`src/rtl/fetch_pkg.sv`:
```
package fetch_pkg;

  // strobes from control to the program counter datapath
  typedef struct packed {
    logic advance;    // last clock of the instruction cycle
    logic selTarget;  // load target (jump or call)
    logic selVector;  // load interrupt vector
    logic selPop;     // load top of return stack
  } pcCtl_t;

  // strobes from control to the return stack
  typedef struct packed {
    logic push;
    logic pop;
  } stkCtl_t;

endpackage

```
`src/rtl/fetch_ctrl.sv`:
```
module fetch_ctrl
  import fetch_pkg::*;
#(
  parameter int PHASES = 4
) (
  input  logic clk,
  input  logic rstN,
  input  logic jumpReq,
  input  logic callReq,
  input  logic retReq,
  input  logic intReq,
  output pcCtl_t pcCtl,
  output stkCtl_t stkCtl,
  output logic execValid,
  output logic [$clog2(PHASES)-1:0] phase
);
  localparam int PH_W = $clog2(PHASES);
  localparam logic [PH_W-1:0] LAST_PH = PH_W'(PHASES - 1);

  logic cycleEnd, accept;
  logic takeRet, takeCall, takeJump, takeInt, anyTake;

  always_ff @(posedge clk or negedge rstN) begin
    if (!rstN) phase <= '0;
    else if (phase == LAST_PH) phase <= '0;
    else phase <= phase + PH_W'(1);
  end

  assign cycleEnd = (phase == LAST_PH);
  assign accept   = cycleEnd && execValid;

  // fixed priority: return, call, jump, interrupt
  assign takeRet  = accept && retReq;
  assign takeCall = accept && !retReq && callReq;
  assign takeJump = accept && !retReq && !callReq && jumpReq;
  assign takeInt  = accept && !retReq && !callReq && !jumpReq && intReq;
  assign anyTake  = takeRet || takeCall || takeJump || takeInt;

  always_comb begin
    pcCtl.advance   = cycleEnd;
    pcCtl.selTarget = takeCall || takeJump;
    pcCtl.selVector = takeInt;
    pcCtl.selPop    = takeRet;
    stkCtl.push     = takeCall || takeInt;
    stkCtl.pop      = takeRet;
  end

  // any control transfer flushes the prefetched word
  always_ff @(posedge clk or negedge rstN) begin
    if (!rstN) execValid <= 1'b0;
    else if (cycleEnd) execValid <= !anyTake;
  end

  a_r1_phase_wrap: assert property (@(posedge clk) disable iff (!rstN)
    (phase == LAST_PH) |=> (phase == '0));
  a_r1_phase_step: assert property (@(posedge clk) disable iff (!rstN)
    (phase != LAST_PH) |=> (phase == PH_W'($past(phase) + PH_W'(1))));
  a_r9_single_bubble: assert property (@(posedge clk) disable iff (!rstN)
    (cycleEnd && !execValid) |=> execValid);
  a_r8_one_source: assert property (@(posedge clk) disable iff (!rstN)
    $onehot0({pcCtl.selTarget, pcCtl.selVector, pcCtl.selPop}));

endmodule

```
`src/rtl/fetch_dpath.sv`:
```
module fetch_dpath
  import fetch_pkg::*;
#(
  parameter int PC_W = 13,
  parameter int IW = 14,
  parameter logic [PC_W-1:0] INT_VECTOR = 13'h0004
) (
  input  logic clk,
  input  logic rstN,
  input  pcCtl_t pcCtl,
  input  logic [PC_W-1:0] target,
  input  logic [PC_W-1:0] popData,
  input  logic [IW-1:0] pmData,
  output logic [PC_W-1:0] pc,
  output logic [IW-1:0] instr
);
  logic [PC_W-1:0] pcNext;

  always_comb begin
    if (pcCtl.selPop) pcNext = popData;
    else if (pcCtl.selTarget) pcNext = target;
    else if (pcCtl.selVector) pcNext = INT_VECTOR;
    else pcNext = pc + PC_W'(1);
  end

  always_ff @(posedge clk or negedge rstN) begin
    if (!rstN) begin
      pc    <= '0;
      instr <= '0;
    end else if (pcCtl.advance) begin
      pc    <= pcNext;
      instr <= pmData;
    end
  end

  a_r1_hold_midcycle: assert property (@(posedge clk) disable iff (!rstN)
    !pcCtl.advance |=> ($stable(pc) && $stable(instr)));
  a_r7_vector_load: assert property (@(posedge clk) disable iff (!rstN)
    (pcCtl.advance && pcCtl.selVector) |=> (pc == INT_VECTOR));
  a_r3_seq_step: assert property (@(posedge clk) disable iff (!rstN)
    (pcCtl.advance && !pcCtl.selPop && !pcCtl.selTarget && !pcCtl.selVector)
      |=> (pc == PC_W'($past(pc) + PC_W'(1))));

endmodule

```
`src/rtl/ret_stack.sv`:
```
module ret_stack
  import fetch_pkg::*;
#(
  parameter int W = 13,
  parameter int DEPTH = 8
) (
  input  logic clk,
  input  logic rstN,
  input  stkCtl_t stkCtl,
  input  logic [W-1:0] pushData,
  output logic [W-1:0] popData
);
  localparam int PTR_W = $clog2(DEPTH);

  logic [W-1:0] entry [DEPTH];
  logic [PTR_W-1:0] sp;
  logic [DEPTH-1:0] wrSel;

  // circular: pointer wraps, oldest slot is overwritten
  for (genvar g = 0; g < DEPTH; g++) begin : g_wrsel
    assign wrSel[g] = stkCtl.push && (sp == PTR_W'(g));
  end

  always_ff @(posedge clk or negedge rstN) begin
    if (!rstN) begin
      for (int k = 0; k < DEPTH; k++) entry[k] <= '0;
    end else begin
      for (int k = 0; k < DEPTH; k++)
        if (wrSel[k]) entry[k] <= pushData;
    end
  end

  always_ff @(posedge clk or negedge rstN) begin
    if (!rstN) sp <= '0;
    else if (stkCtl.push) sp <= sp + PTR_W'(1);
    else if (stkCtl.pop) sp <= sp - PTR_W'(1);
  end

  assign popData = entry[sp - PTR_W'(1)];

  a_r10_push_ptr: assert property (@(posedge clk) disable iff (!rstN)
    stkCtl.push |=> (sp == PTR_W'($past(sp) + PTR_W'(1))));
  a_r6_pop_ptr: assert property (@(posedge clk) disable iff (!rstN)
    (stkCtl.pop && !stkCtl.push) |=> (sp == PTR_W'($past(sp) - PTR_W'(1))));
  a_r5_push_lands: assert property (@(posedge clk) disable iff (!rstN)
    stkCtl.push |=> (popData == $past(pushData)));

endmodule

```
`src/rtl/fetch_seq.sv`:
```
module fetch_seq
  import fetch_pkg::*;
#(
  parameter int PC_W = 13,
  parameter int IW = 14,
  parameter int STACK_DEPTH = 8,
  parameter int PHASES = 4,
  parameter logic [PC_W-1:0] INT_VECTOR = 13'h0004
) (
  input  logic clk,
  input  logic rstN,
  output logic [PC_W-1:0] pmAddr,
  input  logic [IW-1:0] pmData,
  input  logic jumpReq,
  input  logic callReq,
  input  logic retReq,
  input  logic [PC_W-1:0] target,
  input  logic intReq,
  output logic [IW-1:0] instr,
  output logic execValid,
  output logic [$clog2(PHASES)-1:0] phase
);
  pcCtl_t pcCtl;
  stkCtl_t stkCtl;
  logic [PC_W-1:0] pc, popData;

  fetch_ctrl #(.PHASES(PHASES)) u_ctrl (
    .clk(clk), .rstN(rstN),
    .jumpReq(jumpReq), .callReq(callReq), .retReq(retReq), .intReq(intReq),
    .pcCtl(pcCtl), .stkCtl(stkCtl), .execValid(execValid), .phase(phase)
  );

  fetch_dpath #(.PC_W(PC_W), .IW(IW), .INT_VECTOR(INT_VECTOR)) u_dpath (
    .clk(clk), .rstN(rstN), .pcCtl(pcCtl), .target(target),
    .popData(popData), .pmData(pmData), .pc(pc), .instr(instr)
  );

  ret_stack #(.W(PC_W), .DEPTH(STACK_DEPTH)) u_stack (
    .clk(clk), .rstN(rstN), .stkCtl(stkCtl),
    .pushData(pc), .popData(popData)
  );

  assign pmAddr = pc;

endmodule

```
`config.mk`:
```
export PLATFORM = sky130hd
export DESIGN_NAME = fetch_seq
export DESIGN_NICKNAME = d
export VERILOG_FILES = /design/src/rtl/fetch_pkg.sv /design/src/rtl/fetch_ctrl.sv /design/src/rtl/fetch_dpath.sv /design/src/rtl/ret_stack.sv /design/src/rtl/fetch_seq.sv
export SDC_FILE = /design/constraint.sdc
export NUM_CORES = 1
export LEC_CHECK = 0
export ABC_AREA = 1
export BUFFER_PORTS_ARGS = -buffer_cell sky130_fd_sc_hd__buf_2
export CAP_MARGIN = 20
export CORE_ASPECT_RATIO = 0.75
export CORE_MARGIN = 5
export CORE_UTILIZATION = 64
export CTS_BUF_LIST = sky130_fd_sc_hd__clkbuf_16
export DETAILED_ROUTE_END_ITERATION = 10
export PLACE_DENSITY = 0.94
export SLEW_MARGIN = 0
export SYNTH_ARGS = -nofsm -noshare
export SYNTH_HDL_FRONTEND = slang
export SYNTH_SLANG_ARGS = --single-unit
export TNS_END_PERCENT = 50
```
`constraint.sdc`:
```
create_clock -name clk -period 5.7 [get_ports clk]
set_clock_uncertainty 0.15 [all_clocks]
set_input_delay 0.855 -clock clk [delete_from_list [all_inputs] [get_ports clk]]
set_output_delay 0.855 -clock clk [all_outputs]
set_load 0.005 [all_outputs]
```
# Word-level counts from Yosys, hierarchy flattened
# Cells that the tools add are included.
# totals
reg_bits	137
in_bits	33
output_inout_bits	30
word_cells	63
# op_classes
addsub	4
magnitude_cmp	1
n_eq_ne	8
muxes	9
n_bitwise	1
reduce_logical	27
# op_table
cell	n
two-way mux 13 bit	5
binary-select mux 13 bit (select 3 bit)	1
logical AND 1 bit	16
adder 13 x 1 -> 13 bit, second input constant	1
equality test 3 bit, second input constant	4
equality test 3 x 2 -> 1 bit, second input constant	2
two-way mux 3 bit	2
logical OR 1 bit	5
greater-or-equal comparator 4 bit, second input constant	1
zero test 1 bit	4
inverter 3 -> 4 bit	1
adder 3 x 1 -> 3 bit, second input constant	1
equality test 3 x 1 -> 1 bit, second input constant	1
zero test 3 bit	1
subtractor 3 x 1 -> 3 bit, second input constant	1
adder 2 x 1 -> 2 bit, second input constant	1
equality test 2 bit, second input constant	1
two-way mux 2 bit	1
nonzero test 2 bit	1

# Logic depth before layout (Yosys ltp)
# Gate-level depths: netlist (run 1).
# depth
word_depth	9
mapped_depth	14
mapped_depth_nobuf	12

# Modules after synthesis
# A second synthesis (run 1) with hierarchy kept.
# hier_totals
hier_cells	974
hier_area_um2	7178.1
# modules_own_cells
module	instances	cells_per_inst	area_per_inst_um2	seq_area_each_um2
ret_stack	1	720	5446.5	2677.6
fetch_dpath	1	226	1530.2	675.6
fetch_ctrl	1	28	201.4	75.1

# Worst setup path before layout (run 1)
# OpenSTA, ideal clock, no wires.
# synth_path
kind	reg-to-reg
from	reg u_stack.sp[0]
to	reg u_dpath.pc[3]
setup_ns	0.077
arrival_time_ns	2.114
required_ns	5.473
setup_slack_ns	3.358
path_stages_with_launch	14
n_path_buf	5
synth_period_minus_slack_ns	2.342
cell_sequence	dfrtp_1 -> buf_2 -> clkinv_1 -> clkbuf_1 -> ha_1 -> buf_2 -> inv_1 -> buf_2 -> buf_2 -> nor2_1 -> o21ai_0 -> a21oi_1 -> nor2_1 -> a21oi_1
# synth_between
elab_chain_cells	6
# synth_lines
element	line	source
start: declaration	ret_stack.sv:16	logic [PTR_W-1:0] sp;
start signal: assignment	ret_stack.sv:35	else if (stkCtl.push) sp <= sp + PTR_W'(1);
start signal: assignment	ret_stack.sv:36	else if (stkCtl.pop) sp <= sp - PTR_W'(1);
subtractor 3 x 1 -> 3 bit	ret_stack.sv:39	assign popData = entry[sp - PTR_W'(1)];
inverter 3 -> 4 bit (not written as such)	ret_stack.sv:39	
binary-select mux 13 bit (select 3 bit)	ret_stack.sv:39	
two-way mux 13 bit (not written as such) (2 in series)	ret_stack.sv:39	
two-way mux 13 bit	fetch_dpath.sv:20	if (pcCtl.selPop) pcNext = popData;
end signal: assignment	fetch_dpath.sv:31	pc <= pcNext;
end: declaration	fetch_dpath.sv:14	output logic [PC_W-1:0] pc,
# Every way passes these cells. The select of a mux whose other input is x is not followed.
# A chain may end at the register's enable or synchronous reset.

# Worst setup path after layout (run 1)
# layout_path
from	reg u_ctrl.phase[1]
to	reg u_stack.entry[65] (netlist name)
# layout_between
elab_chain_cells	8
elab_cells_between_ends	9
cone_classes	eq/ne: 1; reduce/logical: 8
# layout_lines
element	line	source
start: declaration	fetch_ctrl.sv:15	output logic [$clog2(PHASES)-1:0] phase
start signal: assignment	fetch_ctrl.sv:26	else phase <= phase + PH_W'(1);
equality test 2 bit (*)	fetch_ctrl.sv:29	assign cycleEnd = (phase == LAST_PH);
logical AND 1 bit (*)	fetch_ctrl.sv:30	assign accept = cycleEnd && execValid;
logical AND 1 bit (*)	fetch_ctrl.sv:34, fetch_ctrl.sv:36	
logical AND 1 bit (3 in series)	fetch_ctrl.sv:36	assign takeInt = accept && !retReq && !callReq && !jumpReq && intReq;
logical OR 1 bit (*)	fetch_ctrl.sv:44	stkCtl.push = takeCall || takeInt;
logical AND 1 bit (*)	ret_stack.sv:21	assign wrSel[g] = stkCtl.push && (sp == PTR_W'(g));
end signal: indexed assignment	ret_stack.sv:29	if (wrSel[k]) entry[k] <= pushData;
end: declaration	ret_stack.sv:15	logic [W-1:0] entry [DEPTH];
# Mark *: on every way between the ends. The rest lies on a longest branch, timed or not.

==> flow_summary_export.csv, run 1 <==
group,metric,value,unit
clock_tree,cts_resized,0,
drt,postRouteAntennaNets,0,
placement,gp_congestion,0.882,
floorplanning,dieHeight,99.9,µm
critical_path,r2r-start,"u_ctrl.phase[1]$_DFF_PN0_",
clock_tree,clk_latency,430,ps
drt,routed_wirelength,19500,µm
sta,finalSetupViolCount,0,
clock_tree,cts_tree,"built",
clock_tree,h-tree-depth,4,
sta,hold_viol,0,
pwr,p_sw_share,39.9,%
critical_path,path_cells,"ha_1 -> buf_4 -> nand3_1 -> a21oi_2 -> nand3_4 -> nand2_1 -> o21ai_1",
sta,finalCritPeriodShare,55.3,%
critical_path,cp-end-kind,"register",
critical_path,worstSetupPathType,"register to register",
pwr,p_sw,1690,µW
critical_path,cpPeakStageDelay,830,ps
synthesis,synth_common_cells,"321 x nand2_1, 137 x dfrtp_1, 90 x nor2_1",
drt,wl_per_cell,18.3,µm
sta,setup_tns,0,ps
synthesis,synth_edf_count,0,
sta,slew_headroom,26.6,%
drt,drtIter0Drc,925,
critical_path,cpMaxStageDelayCell,"a21oi_2",
synthesis,ys_warn_count,0,
synthesis,synth_most_common_cell,"nand2_1",
pwr,power.internal,2540,µW
cells_and_area,drive_gt1_share,14.1,%
synthesis,syn_inst,874,
drt,firstDrtPassIters,6,
global_route,grt_pass1_wl,31600,µm
synthesis,seq_area_frac_synth,49.7,%
floorplanning,row_count,32,
drt,drc,0,
global_route,grt_max_degree,84,
critical_path,critical-path-top-delay-family,"simple AND/OR/NAND/NOR gates",
critical_path,worstPathMaxFanout,41,
synthesis,netlist_area,6900,µm²
pwr,pwr-share-seq,34.7,%
global_route,grt_usage,31.1,%
clock_tree,cts_sinks,137,
cells_and_area,num-fill-cells,690,
cells_and_area,fin_nets,961,
sta,slew_violations,0,
sta,tightest_slew,1100,ps
critical_path,crit_required,5850,ps
pwr,pwr_density_cell,542,nW/µm²
drt,wl_met3,1910,µm
synthesis,ys_ff_latch,137,
pwr,max-vdd-ir-drop,313,µV
critical_path,crit_path_start_kind,"register",
critical_path,crit_start,"u_ctrl.phase[1]$_DFF_PN0_",
floorplanning,pin_count,63,
floorplanning,die_x,130,µm
drt,top_layer,"met4",
clock_tree,clk_pin_slew,60,ps
global_route,grt_overflow,0,
job,maxCapViolCount,0,
synthesis,synth.top_cells.by_area,"dfrtp_1 50%, nand2_1 17%, o21ai_1 5.4%",
min_path,hold_class,"input pin to asynchronous set/reset pin",
floorplanning,dieArea,13000,µm²
clock_tree,numCtsBuffers,17,
drt,detail_route.vias_per_cell,6.09,
synthesis,synth_nets,916,
clock_tree,clockRootBuffer,"clkbuf_16",
status,status,"finished, final reports clean",
critical_path,arrival,3310,ps
cells_and_area,syn_to_final_growth,13.2,%
floorplanning,core,10400,µm²
global_route,grt_pass1_vias,6437,
pwr,p_leak,0.00385,µW
placement,dpl.hpwl,11500,µm
synthesis,synth_ff_type,"dfrtp_1",
placement,portBuffers,62,
drt,vias,6502,
sta,rsz0062_at_grt,"false",
critical_path,crit_buf_inv,1,
clock_tree,clk_path_buf_depth,2,
sta,post-route-min-period,3150,ps
clock_tree,postCtsHoldBufs,0,
synthesis,synth_largest_area_cell,"dfrtp_1",
floorplanning,initial_core_util,66.2,%
synthesis,syn_area_per_cell,7.89,µm²
pwr,pwr-share-comb,34.8,%
cells_and_area,antenna_cells,0,
sta,holdWs,307,ps
clock_tree,postCtsSetupRepairBufs,0,
global_route,antenna_found_initial,0,
synthesis,synth_cell_types,30,
sta,fmax,317,MHz
cells_and_area,utilization,75.0,%
synthesis,async_flop_share,100,%
drt,wl_met1,7450,µm
drt,wl_met2,9360,µm
pwr,power_frac_clock,30.5,%
synthesis,synth_top_area_share,49.7,%
## cells in the final DEF, fill, tap and decap left out, types with 9 or more instances in the layout
master	n
buf_2	61
nand2_1	321
o21ai_1	74
o21ai_0	55
o21ai_2	15
nor2_1	90
inv_1	48
clkbuf_16	17
dfrtp_1	137
ha_1	9
nand3_1	45
## per-layer routing
| metal | global-route usage [%] | up-vias |
|---|---|---|
| li1 | - | 2890 |
| met3 | 7.77 | 93 |
| met5 | 0 | - |
| met4 | 15.2 | 0 |
| met1 | 40.4 | 3057 |
| met2 | 49.1 | 462 |
## flip-flops by register name (all words and copies together), names as in the netlist
register          cells
u_ctrl.execValid      1
u_ctrl.phase          2
u_dpath.instr        14
u_dpath.pc           13
u_stack.entry       104
u_stack.sp            3
## through the flow
step | total power, µW | instance area (µm²) | cells | worst slack (ps)
floorplan | 2410 | 6900 | 874 | 3360
CTS | 4170 | 7800 | 1068 | 2570
global route | 4430 | 7800 | 1068 | 2380
global placement | 2760 | 7120 | 1036 | 2590
finish | 4230 | 7800 | 1068 | 2550
detailed placement | 2830 | 7120 | 1036 | 2510
## area by class of cell
cell class	count	area (µm²)	share of cell area, %
Timing Repair Buffer	67	354	4.54
Inverter	52	195	2.50
Tap cell	136	170	2.18
Clock inverter	15	255	3.27
Sequential cell	137	3430	43.9
Clock buffer	17	425	5.45
Multi-Input combinational cell	644	2980	38.1
## worst reg2reg max path: stages (launching register included)
cell     delay, ps
dfrtp_1        380
ha_1           160
buf_4          400
nand3_1        240
a21oi_2        830
nand3_4        540
nand2_1        250
o21ai_1        100
## cells by family after synthesis
kind of cell	after synthesis	share of synthesized area, %
AO/OA/AOI/OAI	155	12.2
XOR/XNOR	3	0.381
adder cells (fa/ha/maj)	9	1.63
buffers and inverters	93	7.13
flip-flops	137	49.7
AND/OR/NAND/NOR	477	29.0
## power by group through the flow
stage                     Combinational, µW  Sequential [µW]  Clock [µW]
after floorplan                        1010             1400           0
after global placement                 1320             1440           0
after detailed placement               1380             1450           0
after CTS                              1430             1450        1290
after global routing                   1610             1490        1330
final                                  1470             1470        1290
## worst paths after layout
path,to,slack [ps],depth (start not counted)
max,u_stack.entry[65]$_DFFE_PN0P_,2550,7
min,u_stack.entry[0]$_DFFE_PN0P_,310,1
max reg2reg,u_stack.entry[65]$_DFFE_PN0P_,2550,7
min reg2reg,u_ctrl.phase[0]$_DFF_PN0_,310,1
max in group asynchronous,u_stack.entry[94]$_DFFE_PN0P_,3870,2
min in group clk,u_ctrl.phase[0]$_DFF_PN0_,310,1
(Power assumes the default switching activity.)
==> run 2: changes to the inputs <==
ABC_AREA = 0   (was 1)
CORE_UTILIZATION = 53   (was 64)
PLACE_DENSITY = 0.84   (was 0.94)
clock period = 2.9 ns   (was 5.7 ns; I/O delays follow)
==> run 2 against run 1 <==
Against the previous run: core utilization shrank 13 points; area after synthesis shrank 5.0%; sequential share of layout area grew 1.5 points; register-to-register slack lost 2200 ps; combinational power grew 32%; via count shrank 30%; cell area shrank 3.4%; critical endpoint is now u_dpath.pc[8]$_DFFE_PN0N_; largest cell class unchanged; largest power group unchanged; highest routed layer unchanged.
==> flow_summary_export.csv, run 2 <==
group,metric,value,unit
sta,rsz0062_at_grt,"false",
cells_and_area,stdcell_area,7540,µm²
synthesis,syn_inst,499,
synthesis,synth_edf_count,0,
global_route,grt_usage,23.0,%
pwr,max-vdd-ir-drop,626,µV
sta,fmax,393,MHz
drt,routed_wirelength,16300,µm
drt,drtIter0Drc,471,
placement,gp_congestion,0.855,
floorplanning,core,12200,µm²
critical_path,crit_path_start_kind,"register",
global_route,grt_pass1_vias,4667,
clock_tree,h-tree-depth,4,
sta,tightest_slew,801,ps
synthesis,synth_common_cells,"137 x dfrtp_1, 111 x mux2_1, 26 x nand2_1",
status,status,"finished, final reports clean",
synthesis,netlist_area,6550,µm²
clock_tree,clk_latency,430,ps
synthesis,synth_cell_types,52,
critical_path,worstSetupPathType,"register to register",
global_route,grt_max_degree,64,
synthesis,synth_ff_type,"dfrtp_1",
global_route,use_met2,36.9,%
critical_path,worstPathMaxFanout,39,
synthesis,synth_top_area_share,52.4,%
clock_tree,clk_pin_slew,60,ps
sta,timing.final.ws_setup,355,ps
floorplanning,die_x,138,µm
clock_tree,clk_path_buf_depth,2,
pwr,p_leak,0.00364,µW
sta,post-route-min-period,2550,ps
drt,vias,4535,
cells_and_area,fin_nets,598,
synthesis,synth_most_common_cell,"dfrtp_1",
clock_tree,cts_tree,"built",
clock_tree,clockRootBuffer,"clkbuf_16",
drt,drc,0,
cells_and_area,largest-register,"u_stack.entry",
global_route,antenna_found_initial,0,
synthesis,synth_nets,541,
clock_tree,cts_resized,0,
synthesis,synth_largest_area_cell,"dfrtp_1",
critical_path,crit_required,3060,ps
cells_and_area,utilization,62.0,%
synthesis,syn_area_per_cell,13.1,µm²
clock_tree,numCtsBuffers,17,
sta,setup_tns,0,ps
synthesis,ys_warn_count,0,
min_path,hold_class,"input pin to register",
critical_path,cp-end-kind,"register",
global_route,use_met1,28.8,%
global_route,grt_use_met3,7.28,%
sta,hold_viol,0,
sta,slew_violations,0,
job,maxCapViolCount,0,
floorplanning,row_count,35,
min_path,hold_path_depth,2,
clock_tree,cts_sinks,137,
global_route,grt_overflow,0,
cells_and_area,syn_to_final_growth,15.2,%
synthesis,async_flop_share,100,%
drt,detail_route.vias_per_cell,6.17,
floorplanning,dieArea,14700,µm²
global_route,grt_pass1_wl,26000,µm
sta,finalSetupViolCount,0,
cells_and_area,top_regs,"u_stack.entry (104), u_dpath.instr (14), u_dpath.pc (13)",
drt,wl_per_cell,22.2,µm
placement,post_dp_cell_area,6990,µm²
drt,postRouteAntennaNets,0,
floorplanning,dieHeight,106,µm
floorplanning,initial_core_util,53.8,%
cells_and_area,largest_register_ffs,104,
placement,dpl_worst_slack,413,ps
placement,portBuffers,62,
pwr,pwr_density_cell,906,nW/µm²
sta,finalCritPeriodShare,87.8,%
floorplanning,pin_count,63,
synthesis,seq_area_frac_synth,52.4,%
drt,firstDrtPassIters,5,
cells_and_area,final_common_cell,"dfrtp_1",
critical_path,r2r_cells,8,
cells_and_area,drive_gt1_share,22.8,%
sta,slew_headroom,46.3,%
global_route,top_usage_layer,"met2",
cells_and_area,antenna_cells,0,
cells_and_area,final_cell_mix,"136 x dfrtp_1, 111 x mux2_1, 61 x buf_2, 26 x nand2_1, 21 x nor2_1",
critical_path,arrival,2710,ps
placement,dpl.hpwl,10200,µm
synthesis,ys_ff_latch,137,
synthesis,synth.top_cells.by_area,"dfrtp_1 52%, mux2_1 19%, mux4_2 6.5%",
## run 2: cell count changes after synthesis, sizes merged, moves of 4 or more
cell,before,now
and2,0,4
a32oi,0,4
inv,50,9
a21oi,9,13
mux4,0,19
nand3,51,8
nor2b,0,4
nand2,325,31
o21ai,144,22
mux2,0,111
buf,29,21
nor2,94,21
mux2i,0,13
a22oi,0,6
## run 2: kinds of logic (layout without fill, tap and decap cells)
family	Yosys count	count (layout)	synth area share [%]
adder cells (fa/ha/maj)	9	9	1.72
multiplexers	143	143	27.6
buffers and inverters	45	115	3.23
AO/OA/AOI/OAI	73	73	7.40
XOR/XNOR	6	6	0.917
AND/OR/NAND/NOR	86	86	6.76
flip-flops	137	137	52.4
## run 2: layout make-up
type | count | area, µm²
clock buffers | 17 | 425
clock inverters | 15 | 120
fillers | 919 | 4630
inverters | 9 | 33.8
multi-input cells | 317 | 2910
flip-flops and latches | 137 | 3430
well taps | 166 | 208
repair buffers | 74 | 418
## run 2: power breakdown
part | internal (µW) | switching [µW] | leakage [µW]
Sequential | 2380 | 495 | 0.00181
Combinational | 914 | 1030 | 0.00155
Clock | 1230 | 792 | 0.000277
## run 2: metrics by stage
stage / instances / total power, µW / hold WS, ps
4_1_cts: 735 / 6830 / 72.7
3_5_place_dp: 702 / 4780 / 295
5_1_grt: 735 / 7160 / 75.3
2_1_floorplan: 499 / 4130 / -10.6
3_3_place_gp: 702 / 4660 / 283
6_report: 735 / 6830 / 73.8
## run 2: path summary, 6_finish.rpt
check	start	end	slack (ps)
worst max register to register	u_ctrl.phase[0]$_DFF_PN0_	u_dpath.pc[8]$_DFFE_PN0N_	350
max in group asynchronous	rstN	u_stack.entry[53]$_DFFE_PN0P_	1350
worst max-delay path	u_ctrl.phase[0]$_DFF_PN0_	u_dpath.pc[8]$_DFFE_PN0N_	350
min in group asynchronous	rstN	u_dpath.instr[13]$_DFFE_PN0N_	450
worst min-delay path	pmData[2]	u_dpath.instr[2]$_DFFE_PN0N_	70
worst min register to register	u_ctrl.phase[0]$_DFF_PN0_	u_ctrl.phase[0]$_DFF_PN0_	330
## run 2: metal layers
metal | share of wire [%] | vias up | wire (µm)
met5 | 0 | - | 0
met4 | 3.0 | 0 | 488
met3 | 7.8 | 54 | 1280
met2 | 48 | 207 | 7900
met1 | 41 | 2318 | 6680
li1 | - | 1956 | -
## run 2: critical path: stages (launching register included)
cell and delay (ps):
dfrtp_1 380, ha_1 190, buf_4 400, nand3_1 120, buf_4 200, o21ai_1 440, o21ai_0 240, a22oi_1 210
o21ai_1 90
## run 2: what timing repair did
action,CTS,global route
hold endpoints to repair,51,0
setup buffers,0,0
hold buffers,1,0
